File: config.mk
export PLATFORM = sky130hd
export DESIGN_NAME = region_xlate
export DESIGN_NICKNAME = d
export VERILOG_FILES = /design/src/rtl/region_xlate_pkg.sv /design/src/rtl/region_table.sv /design/src/rtl/region_lookup.sv /design/src/rtl/region_mode_decode.sv /design/src/rtl/region_xlate.sv
export SDC_FILE = /design/constraint.sdc
export NUM_CORES = 1
export LEC_CHECK = 0
export ABC_CLOCK_PERIOD_IN_PS = 4900
export BUFFER_PORTS_ARGS = -buffer_cell sky130_fd_sc_hd__buf_2
export CAP_MARGIN = 20
export CELL_PAD_IN_SITES_DETAIL_PLACEMENT = 0
export CELL_PAD_IN_SITES_GLOBAL_PLACEMENT = 1
export CORE_UTILIZATION = 43
export DETAILED_ROUTE_END_ITERATION = 10
export PLACE_DENSITY_LB_ADDON = 0.1
export SLEW_MARGIN = 15
export SYNTH_ARGS = -nofsm -noshare
export SYNTH_HDL_FRONTEND = slang
export SYNTH_SLANG_ARGS = --single-unit
File: constraint.sdc
create_clock -name clk -period 4.9 [get_ports clk]
set_clock_uncertainty 0.15 [all_clocks]
set_input_delay 0.49 -clock clk [delete_from_list [all_inputs] [get_ports clk]]
set_output_delay 0.49 -clock clk [all_outputs]
set_load 0.01 [all_outputs]
File: src/rtl/region_xlate_pkg.sv
package region_xlate_pkg;

    localparam int ATTR_W = 4;
    localparam int MODE_W = 4;
    localparam logic [ATTR_W-1:0] ATTR_RESET = 4'd2;

    typedef enum logic [1:0] {
        KIND_FETCH = 2'd0,
        KIND_LOAD  = 2'd1,
        KIND_STORE = 2'd2,
        KIND_RSVD  = 2'd3
    } kind_e;

    typedef enum logic [MODE_W-1:0] {
        MODE_FAULT        = 4'd0,
        MODE_CACHED       = 4'd1,
        MODE_CACHED_NA    = 4'd2,
        MODE_BYPASS       = 4'd3,
        MODE_BYPASS_GUARD = 4'd4,
        MODE_WTHRU        = 4'd5,
        MODE_WBACK        = 4'd6,
        MODE_WBACK_NA     = 4'd7,
        MODE_ISOLATE      = 4'd8
    } mode_e;

    function automatic mode_e fetch_mode(input logic [ATTR_W-1:0] a);
        case (a)
            4'd1, 4'd3, 4'd4, 4'd5: return MODE_CACHED;
            4'd2:                   return MODE_BYPASS;
            default:                return MODE_FAULT;
        endcase
    endfunction

    function automatic mode_e load_mode(input logic [ATTR_W-1:0] a);
        case (a)
            4'd0:               return MODE_CACHED_NA;
            4'd1, 4'd4, 4'd5:   return MODE_CACHED;
            4'd2:               return MODE_BYPASS_GUARD;
            4'd14:              return MODE_ISOLATE;
            default:            return MODE_FAULT;
        endcase
    endfunction

    function automatic mode_e store_mode(input logic [ATTR_W-1:0] a);
        case (a)
            4'd0, 4'd1: return MODE_WTHRU;
            4'd2:       return MODE_BYPASS;
            4'd4:       return MODE_WBACK;
            4'd5:       return MODE_WBACK_NA;
            4'd14:      return MODE_ISOLATE;
            default:    return MODE_FAULT;
        endcase
    endfunction

endpackage

File: src/rtl/region_table.sv
module region_table
    import region_xlate_pkg::*;
#(
    parameter int IDX_W = 3
) (
    input  logic                                   clk,
    input  logic                                   rst,
    input  logic                                   wr_en,
    input  logic [IDX_W-1:0]                       wr_idx,
    input  logic [IDX_W-1:0]                       wr_ppn,
    input  logic [ATTR_W-1:0]                      wr_attr,
    output logic [(1<<IDX_W)-1:0][IDX_W-1:0]       ppn_q,
    output logic [(1<<IDX_W)-1:0][ATTR_W-1:0]      attr_q
);
    localparam int NUM_ENT = 1 << IDX_W;

    for (genvar e = 0; e < NUM_ENT; e++) begin : g_ent
        always_ff @(posedge clk) begin
            if (rst) begin
                ppn_q[e]  <= IDX_W'(e);
                attr_q[e] <= ATTR_RESET;
            end else if (wr_en && wr_idx == IDX_W'(e)) begin
                ppn_q[e]  <= wr_ppn;
                attr_q[e] <= wr_attr;
            end
        end
    end
endmodule

File: src/rtl/region_lookup.sv
module region_lookup
    import region_xlate_pkg::*;
#(
    parameter int ADDR_W = 32,
    parameter int IDX_W  = 3
) (
    input  logic [ADDR_W-1:0]                      vaddr,
    input  logic [(1<<IDX_W)-1:0][IDX_W-1:0]       ppn_tab,
    input  logic [(1<<IDX_W)-1:0][ATTR_W-1:0]      attr_tab,
    output logic [ADDR_W-1:0]                      paddr,
    output logic [ATTR_W-1:0]                      attr
);
    localparam int NUM_ENT = 1 << IDX_W;
    localparam int OFF_W   = ADDR_W - IDX_W;

    logic [NUM_ENT-1:0] hit;
    logic [IDX_W-1:0]   sel_ppn;
    logic [ATTR_W-1:0]  sel_attr;

    // each entry compares its fixed virtual region number against the request
    for (genvar e = 0; e < NUM_ENT; e++) begin : g_cmp
        assign hit[e] = (vaddr[ADDR_W-1 -: IDX_W] == IDX_W'(e));
    end

    always_comb begin
        sel_ppn  = '0;
        sel_attr = '0;
        for (int e = 0; e < NUM_ENT; e++) begin
            if (hit[e]) begin
                sel_ppn  = sel_ppn  | ppn_tab[e];
                sel_attr = sel_attr | attr_tab[e];
            end
        end
    end

    assign paddr = {sel_ppn, vaddr[OFF_W-1:0]};
    assign attr  = sel_attr;
endmodule

File: src/rtl/region_mode_decode.sv
module region_mode_decode
    import region_xlate_pkg::*;
(
    input  logic [1:0]        kind,
    input  logic [ATTR_W-1:0] attr,
    output mode_e             mode,
    output logic              fault
);
    mode_e lane_f, lane_l, lane_s;

    assign lane_f = fetch_mode(attr);
    assign lane_l = load_mode(attr);
    assign lane_s = store_mode(attr);

    always_comb begin
        case (kind_e'(kind))
            KIND_FETCH: mode = lane_f;
            KIND_LOAD:  mode = lane_l;
            KIND_STORE: mode = lane_s;
            default:    mode = MODE_FAULT;
        endcase
    end

    assign fault = (mode == MODE_FAULT);
endmodule

File: src/rtl/region_xlate.sv
module region_xlate
    import region_xlate_pkg::*;
#(
    parameter int ADDR_W = 32,
    parameter int IDX_W  = 3
) (
    input  logic              clk,
    input  logic              rst,
    input  logic [ADDR_W-1:0] req_vaddr,
    input  logic [1:0]        req_kind,
    output logic [ADDR_W-1:0] xl_paddr,
    output logic [MODE_W-1:0] xl_mode,
    output logic              xl_fault,
    input  logic              wr_en,
    input  logic [IDX_W-1:0]  wr_idx,
    input  logic [IDX_W-1:0]  wr_ppn,
    input  logic [ATTR_W-1:0] wr_attr,
    input  logic [IDX_W-1:0]  rd_idx,
    output logic [IDX_W-1:0]  rd_vrn,
    output logic [IDX_W-1:0]  rd_ppn,
    output logic [ATTR_W-1:0] rd_attr
);
    localparam int NUM_ENT = 1 << IDX_W;

    logic [NUM_ENT-1:0][IDX_W-1:0]  ppn_q;
    logic [NUM_ENT-1:0][ATTR_W-1:0] attr_q;
    logic [ATTR_W-1:0]              look_attr;
    mode_e                          mode;

    region_table #(.IDX_W(IDX_W)) u_table (
        .clk     (clk),
        .rst     (rst),
        .wr_en   (wr_en),
        .wr_idx  (wr_idx),
        .wr_ppn  (wr_ppn),
        .wr_attr (wr_attr),
        .ppn_q   (ppn_q),
        .attr_q  (attr_q)
    );

    region_lookup #(.ADDR_W(ADDR_W), .IDX_W(IDX_W)) u_lookup (
        .vaddr    (req_vaddr),
        .ppn_tab  (ppn_q),
        .attr_tab (attr_q),
        .paddr    (xl_paddr),
        .attr     (look_attr)
    );

    region_mode_decode u_decode (
        .kind  (req_kind),
        .attr  (look_attr),
        .mode  (mode),
        .fault (xl_fault)
    );

    assign xl_mode = mode;

    // read port: virtual number is the fixed index itself
    assign rd_vrn  = rd_idx;
    assign rd_ppn  = ppn_q[rd_idx];
    assign rd_attr = attr_q[rd_idx];
endmodule

# Word-level counts from Yosys, hierarchy flattened
# Cells that the tools add are included.
classes:
  eq_ne: 22
  mux: 24
  magnitude_cmp: 1
  reduce_logical: 16
  n_bitwise: 14
ops:
  columns: ["op", "n"]
  rows:
  - ["4-bit two-way mux", 9]
  - ["4-bit OR", 7]
  - ["3-bit two-way mux", 9]
  - ["3-bit equality test, second input constant", 8]
  - ["3-bit OR", 7]
  - ["4-bit one-hot mux with 5 select lines", 1]
  - ["4-bit one-hot mux with 4 select lines", 1]
  - ["4-bit binary-select mux with 3-bit select", 1]
  - ["3-bit by 2-bit equality test with 1-bit output, second input constant", 4]
  - ["4-bit one-hot mux with 3 select lines", 1]
  - ["3-bit binary-select mux with 3-bit select", 1]
  - ["4-bit by 2-bit equality test with 1-bit output, second input constant", 2]
  - ["4-bit by 3-bit equality test with 1-bit output, second input constant", 2]
  - ["1-bit logical AND", 8]
  - ["4-bit zero test", 2]
  - ["3-bit by 1-bit equality test with 1-bit output, second input constant", 2]
  - ["3-bit zero test", 2]
  - ["4-bit by 1-bit equality test with 1-bit output, second input constant", 1]
  - ["4-bit equality test, second input constant", 1]
  - ["3-bit by 4-bit < comparator with 1-bit output, second input constant", 1]
  - ["2-bit one-hot mux with 2 select lines", 1]
  - ["4-bit OR reduction", 1]
  - ["3-bit OR reduction", 1]
  - ["2-bit by 1-bit equality test with 1-bit output, second input constant", 1]
  - ["other kinds (3)", 3]
word_totals:
  ff_bits: 56
  out_inout_bits: 47
  input_bits: 50
  wordCells: 93

# Logic depth before layout (Yosys ltp)
logic_depth:
  ltp_word: 21
  ltp_mapped: 7
  depth_no_buf: 5

# Hierarchy
# From an unflattened synthesis, not the netlist that was laid out.
hier_totals:
  cells_unflattened: 321
  hier_area_um2: 3649.8
by_module_without_submodules:
  columns: ["mod", "instances", "area_per_inst_um2", "cells_each", "seq_area_each_um2"]
  rows:
  - ["region_table", 1, 2247.2, 210, 1121.1]
  - ["region_lookup", 1, 703.2, 54, 0.0]
  - ["region_xlate", 1, 508.0, 28, 0.0]
  - ["region_mode_decode", 1, 191.4, 29, 0.0]

# Worst setup path before layout
# Ideal clock, no wire load.
synth_path:
  path_kind: "input-to-output"
  from: "in req_vaddr[29]"
  to: "out xl_fault"
  path_stages: 7
  t_required_ns: 4.260
  arrival_ns: 2.135
  slack_ns: 2.125
  cell_sequence: "buf_6 > buf_12 > mux4_2 > mux2i_4 > nor2_2 > maj3_2 > or3_1"
synth_between:
  elab_chain_cells: 21
  elab_cells_between_ends: 38
  classes_between: "13 x eq/ne; 12 x mux; 7 x bitwise; 6 x reduce/logical"
synth_rtl:
  columns: ["element", "line", "rtl"]
  rows:
  - ["start: declaration", "region_xlate.sv:9", "input logic [ADDR_W-1:0] req_vaddr,"]
  - ["3-bit zero test", "region_lookup.sv:22", "assign hit[e] = (vaddr[ADDR_W-1 -: IDX_W] == IDX_W'(e));"]
  - ["4-bit two-way mux", "region_lookup.sv:29", "if (hit[e]) begin"]
  - ["4-bit OR", "region_lookup.sv:31", "sel_attr = sel_attr | attr_tab[e];"]
  - ["4-bit two-way mux", "region_lookup.sv:29", null]
  - ["4-bit OR", "region_lookup.sv:31", null]
  - ["4-bit two-way mux", "region_lookup.sv:29", null]
  - ["4-bit OR", "region_lookup.sv:31", null]
  - ["4-bit two-way mux", "region_lookup.sv:29", null]
  - ["[5 not listed]", null, null]
  - ["4-bit two-way mux", "region_lookup.sv:29", null]
  - ["4-bit OR", "region_lookup.sv:31", null]
  - ["4-bit two-way mux (*)", "region_lookup.sv:29", null]
  - ["4-bit by 1-bit equality test with 1-bit output, or another cell as far along", "region_xlate_pkg.sv:27, region_xlate_pkg.sv:35, region_xlate_pkg.sv:45", null]
  - ["3-bit OR reduction, or another cell as far along", "region_xlate_pkg.sv:35", "case (a)"]
  - ["4-bit one-hot mux with 4 select lines, or another cell as far along", "region_xlate_pkg.sv:35", null]
  - ["4-bit one-hot mux with 3 select lines (*)", "region_mode_decode.sv:16", "case (kind_e'(kind))"]
  - ["4-bit zero test (*)", "region_mode_decode.sv:24", "assign fault = (mode == MODE_FAULT);"]
  - ["end: declaration", "region_xlate.sv:13", "output logic xl_fault,"]
# Every way passes the cells marked *; elsewhere a longest branch is shown, timed or not.

# Worst setup path after layout
# Ends and elaborated chain as after synthesis.

==> flow_metrics.env <==
export IMPL_timing_final_setup_violations=0
export IMPL_floorplan_initialDensity_pct=45.4
export IMPL_power_frac_comb_pct=15.6
export IMPL_grt_pass1_vias=2238
export IMPL_path_cells="buf_2, mux4_1, mux2i_1, or2_2, xnor2_1, or3_1, buf_2"
export IMPL_clkSlewWorstSetupHoldPaths_ps=90
export IMPL_hp_start="u_table.attr_q[0]"
export IMPL_powerDensity_nw_per_um2=251
export IMPL_grt_setup_unrepaired="no"
export IMPL_floorplan_die_width_um=90.5
export IMPL_yosysWarnings=0
export IMPL_tightestPinTransition_ps=1110
export IMPL_fp_dieArea_um2=8190
export IMPL_antenna_violating_nets_post_route=0
export IMPL_htreeDepth=2
export IMPL_cell_internal_pwr_w=0.000632
export IMPL_synth_cells=331
export IMPL_numCtsBuffers=5
export IMPL_maxSlewHeadroom_pct=25.3
export IMPL_rows=31
export IMPL_gp_routability_congestion=0.750
export IMPL_crit_path_top_delay_cell="sky130_fd_sc_hd__mux4_1"
export IMPL_post_dp_hpwl_um=5240
export IMPL_globalRouteOverflowTotal=0
export IMPL_async_flop_share_pct=0
export IMPL_core_area_um2=7410
export IMPL_design_portCount=97
export IMPL_synth_cell_area_um2=3370
export IMPL_grt_antenna_before_repair=0
export IMPL_post_synth_edffs=0
export IMPL_ctsRootBufferMaster="sky130_fd_sc_hd__clkbuf_8"
export IMPL_final_nets=373
export IMPL_grt_pass1_wl_um=12400
export IMPL_maximum_clock_rate_mhz=306
export IMPL_status="completed"
export IMPL_setup_worst_path_end_class="output port"
export IMPL_grt_max_degree=57
export IMPL_tritoncts="built"
export IMPL_cts_sinks=56
export IMPL_path_class="primary input to output port"
export IMPL_power_after_layout_w=0.000864
export IMPL_chipHeight_um=90.5
export IMPL_min_period_over_period_pct=66.8
export IMPL_fin_setup_tns_ps=0
export IMPL_count_of_filler_cells_inserted_in_the_layout=709
export IMPL_worst_skew_pair_late_latency_ps=300
export IMPL_worst_hold_path_type="flip-flop to flip-flop"
export IMPL_critical_path_required_ps=4260
export IMPL_diodes=0
export IMPL_critPathMaxStageDelay_ps=620
export IMPL_share_clk_of_total_power_pct=29.4
export IMPL_max_capacitance_violation_total=0
export IMPL_critical_path_startpoint="req_vaddr[29]"
export IMPL_syn_area_per_cell_um2=10.2
export IMPL_cts_path_max_buffers=2
export IMPL_ff2ff_setup_slack_ps=3880
export IMPL_routed_wire_per_std_cell_um=18.6
export IMPL_layout_common_cells="sky130_fd_sc_hd__dfxtp_1 (56), sky130_fd_sc_hd__nand2_1 (47), sky130_fd_sc_hd__buf_2 (38), sky130_fd_sc_hd__nor2_1 (34), sky130_fd_sc_hd__mux2i_1 (24)"
export IMPL_finalHoldViolations=0
export IMPL_peakVddDrop_mv=0.125
export IMPL_worst_r2r_endpoint="u_table.attr_q[9]"
export IMPL_drt_first_iter_violations=94
export IMPL_worst_endpoint_arrival_ps=2630
export IMPL_min_delay_path_depth=2
export IMPL_critical_path_start_type="primary input"
export IMPL_total_leakage_power_nw=1.26
export IMPL_final_min_clock_period_ps=3270
export IMPL_critical_path_top_cell_by_count="sky130_fd_sc_hd__buf_2"
export IMPL_synth_distinct_cells=36
export IMPL_synthToLayoutAreaGrowth_pct=2.23
export IMPL_ff2ff_path_depth=2
export IMPL_p_switching_w=0.000233
export IMPL_cts_setup_buffers=0
export IMPL_sequential_element_share_of_the_synthesized_area_pct=33.3
export IMPL_netSwitchingFraction_pct=26.9
export IMPL_final_layout_size_suffix_gt1_share_pct=25.6
export IMPL_drc=0
export IMPL_seq_power_share_pct=55.0
export IMPL_most_common_library_cell_in_the_layout_ignoring_fill_and_taps="sky130_fd_sc_hd__dfxtp_1"
export IMPL_ys_ff_latch=56
export IMPL_report_final_slew_viol_count=0
export IMPL_vias_per_cell=5.55
export IMPL_postRouteWirelength_um=7870
export IMPL_worst_r2r_startpoint="u_table.attr_q[9]"
export IMPL_dominantRegCellSynth="sky130_fd_sc_hd__dfxtp_1"
export IMPL_detailroute_via_count=2347
export IMPL_whs_endpoint="u_table.attr_q[0]"
export IMPL_first_pass_iters=4
export IMPL_critical_path_max_fanout=14
export IMPL_cts_hold_buf=0
export IMPL_syn_nets=381
export IMPL_post_cts_resize_count=0
export IMPL_gr_usage_all_layers_pct=19.7
export IMPL_portBuffers=38
==> critical path, delay by kind of cell <==
kind | cells | cell delay [ps]
multiplexers | 2 | 1000
AND/OR/NAND/NOR | 2 | 580
buffers and inverters | 2 | 500
XOR/XNOR | 1 | 60
==> metrics by stage <==
| step | util (%) | setup WS [ps] | hold WS (ps) | area [µm²] | cells |
|---|---|---|---|---|---|
| final | 46.5 | 1630 | 325 | 3440 | 423 |
| after global routing | 46.5 | 1460 | 339 | 3440 | 423 |
| after CTS | 46.5 | 1630 | 325 | 3440 | 423 |
| after detailed placement | 45.3 | 1630 | 312 | 3350 | 415 |
| after global placement | 45.0 | 1670 | 306 | 3330 | 413 |
| after floorplan | - | 2130 | 291 | 3370 | 331 |
==> worst max path at each step <==
stage,end,depth (start not counted)
2_1_floorplan,xl_fault,7
3_3_place_gp,xl_fault,7
3_5_place_dp,xl_fault,7
4_1_cts,xl_fault,7
5_1_grt,xl_mode[2],7
6_report,xl_fault,7
==> cell usage after synthesis, types with 2 or more instances <==
cell,count,share of area (%)
sky130_fd_sc_hd__a211o_1,12,3.1
sky130_fd_sc_hd__a21oi_1,15,2.2
sky130_fd_sc_hd__buf_1,8,0.89
sky130_fd_sc_hd__buf_2,3,0.45
sky130_fd_sc_hd__buf_4,32,7.1
sky130_fd_sc_hd__clkbuf_1,12,1.3
sky130_fd_sc_hd__dfxtp_1,56,33
sky130_fd_sc_hd__mux2_2,11,3.7
sky130_fd_sc_hd__mux2i_1,24,7.1
sky130_fd_sc_hd__mux2i_4,2,1.3
sky130_fd_sc_hd__mux4_1,12,9.4
sky130_fd_sc_hd__mux4_2,16,11
sky130_fd_sc_hd__nand2_1,47,5.2
sky130_fd_sc_hd__nand2b_1,4,0.74
sky130_fd_sc_hd__nand3b_1,8,1.8
sky130_fd_sc_hd__nor2_1,34,3.8
sky130_fd_sc_hd__nor2b_1,13,2.4
sky130_fd_sc_hd__or2_2,2,0.37
sky130_fd_sc_hd__or3_1,3,0.56
==> metal layers <==
layer  vias up  track usage (%)  wire [µm]
li1       1135                -          -
met1      1125             26.4       3720
met2        65             33.0       3690
met3        22             3.28        351
met4         0             4.97         99
met5         -                0          0
==> cell families (layout without fill, tap and decap cells) <==
family / Yosys count / after routing / synth area share (%)
mux: 65 / 65 / 32.2
buf+inv: 57 / 50 / 10.7
compound gates: 32 / 32 / 6.47
xor+xnor: 2 / 2 / 0.520
fa+ha+maj: 1 / 1 / 0.334
simple gates: 118 / 118 / 16.4
flops: 56 / 56 / 33.3
==> flip-flops by register name, indices dropped and copies added (netlist names) <==
register / count
u_table.attr_q: 32
u_table.ppn_q: 24
==> cell type report <==
type,instances,area [µm²],share of cell area [%]
multi-input combinational,218,1880,54.7
sequential,56,1120,32.6
timing repair buffer,42,224,6.51
tap,99,124,3.60
clock buffer,6,72.6,2.11
clock inverter,2,16.3,0.473
==> power groups by stage <==
stage                     sequential [W]  clock, W  combinational (W)
after CTS                       0.000476  0.000265           0.000137
after detailed placement        0.000486         0           0.000136
after floorplan                 0.000483         0           0.000126
after global routing            0.000477  0.000278           0.000148
final                           0.000476  0.000254           0.000135
after global placement          0.000486         0           0.000135
Note: power is estimated with default switching activity, not from simulation.
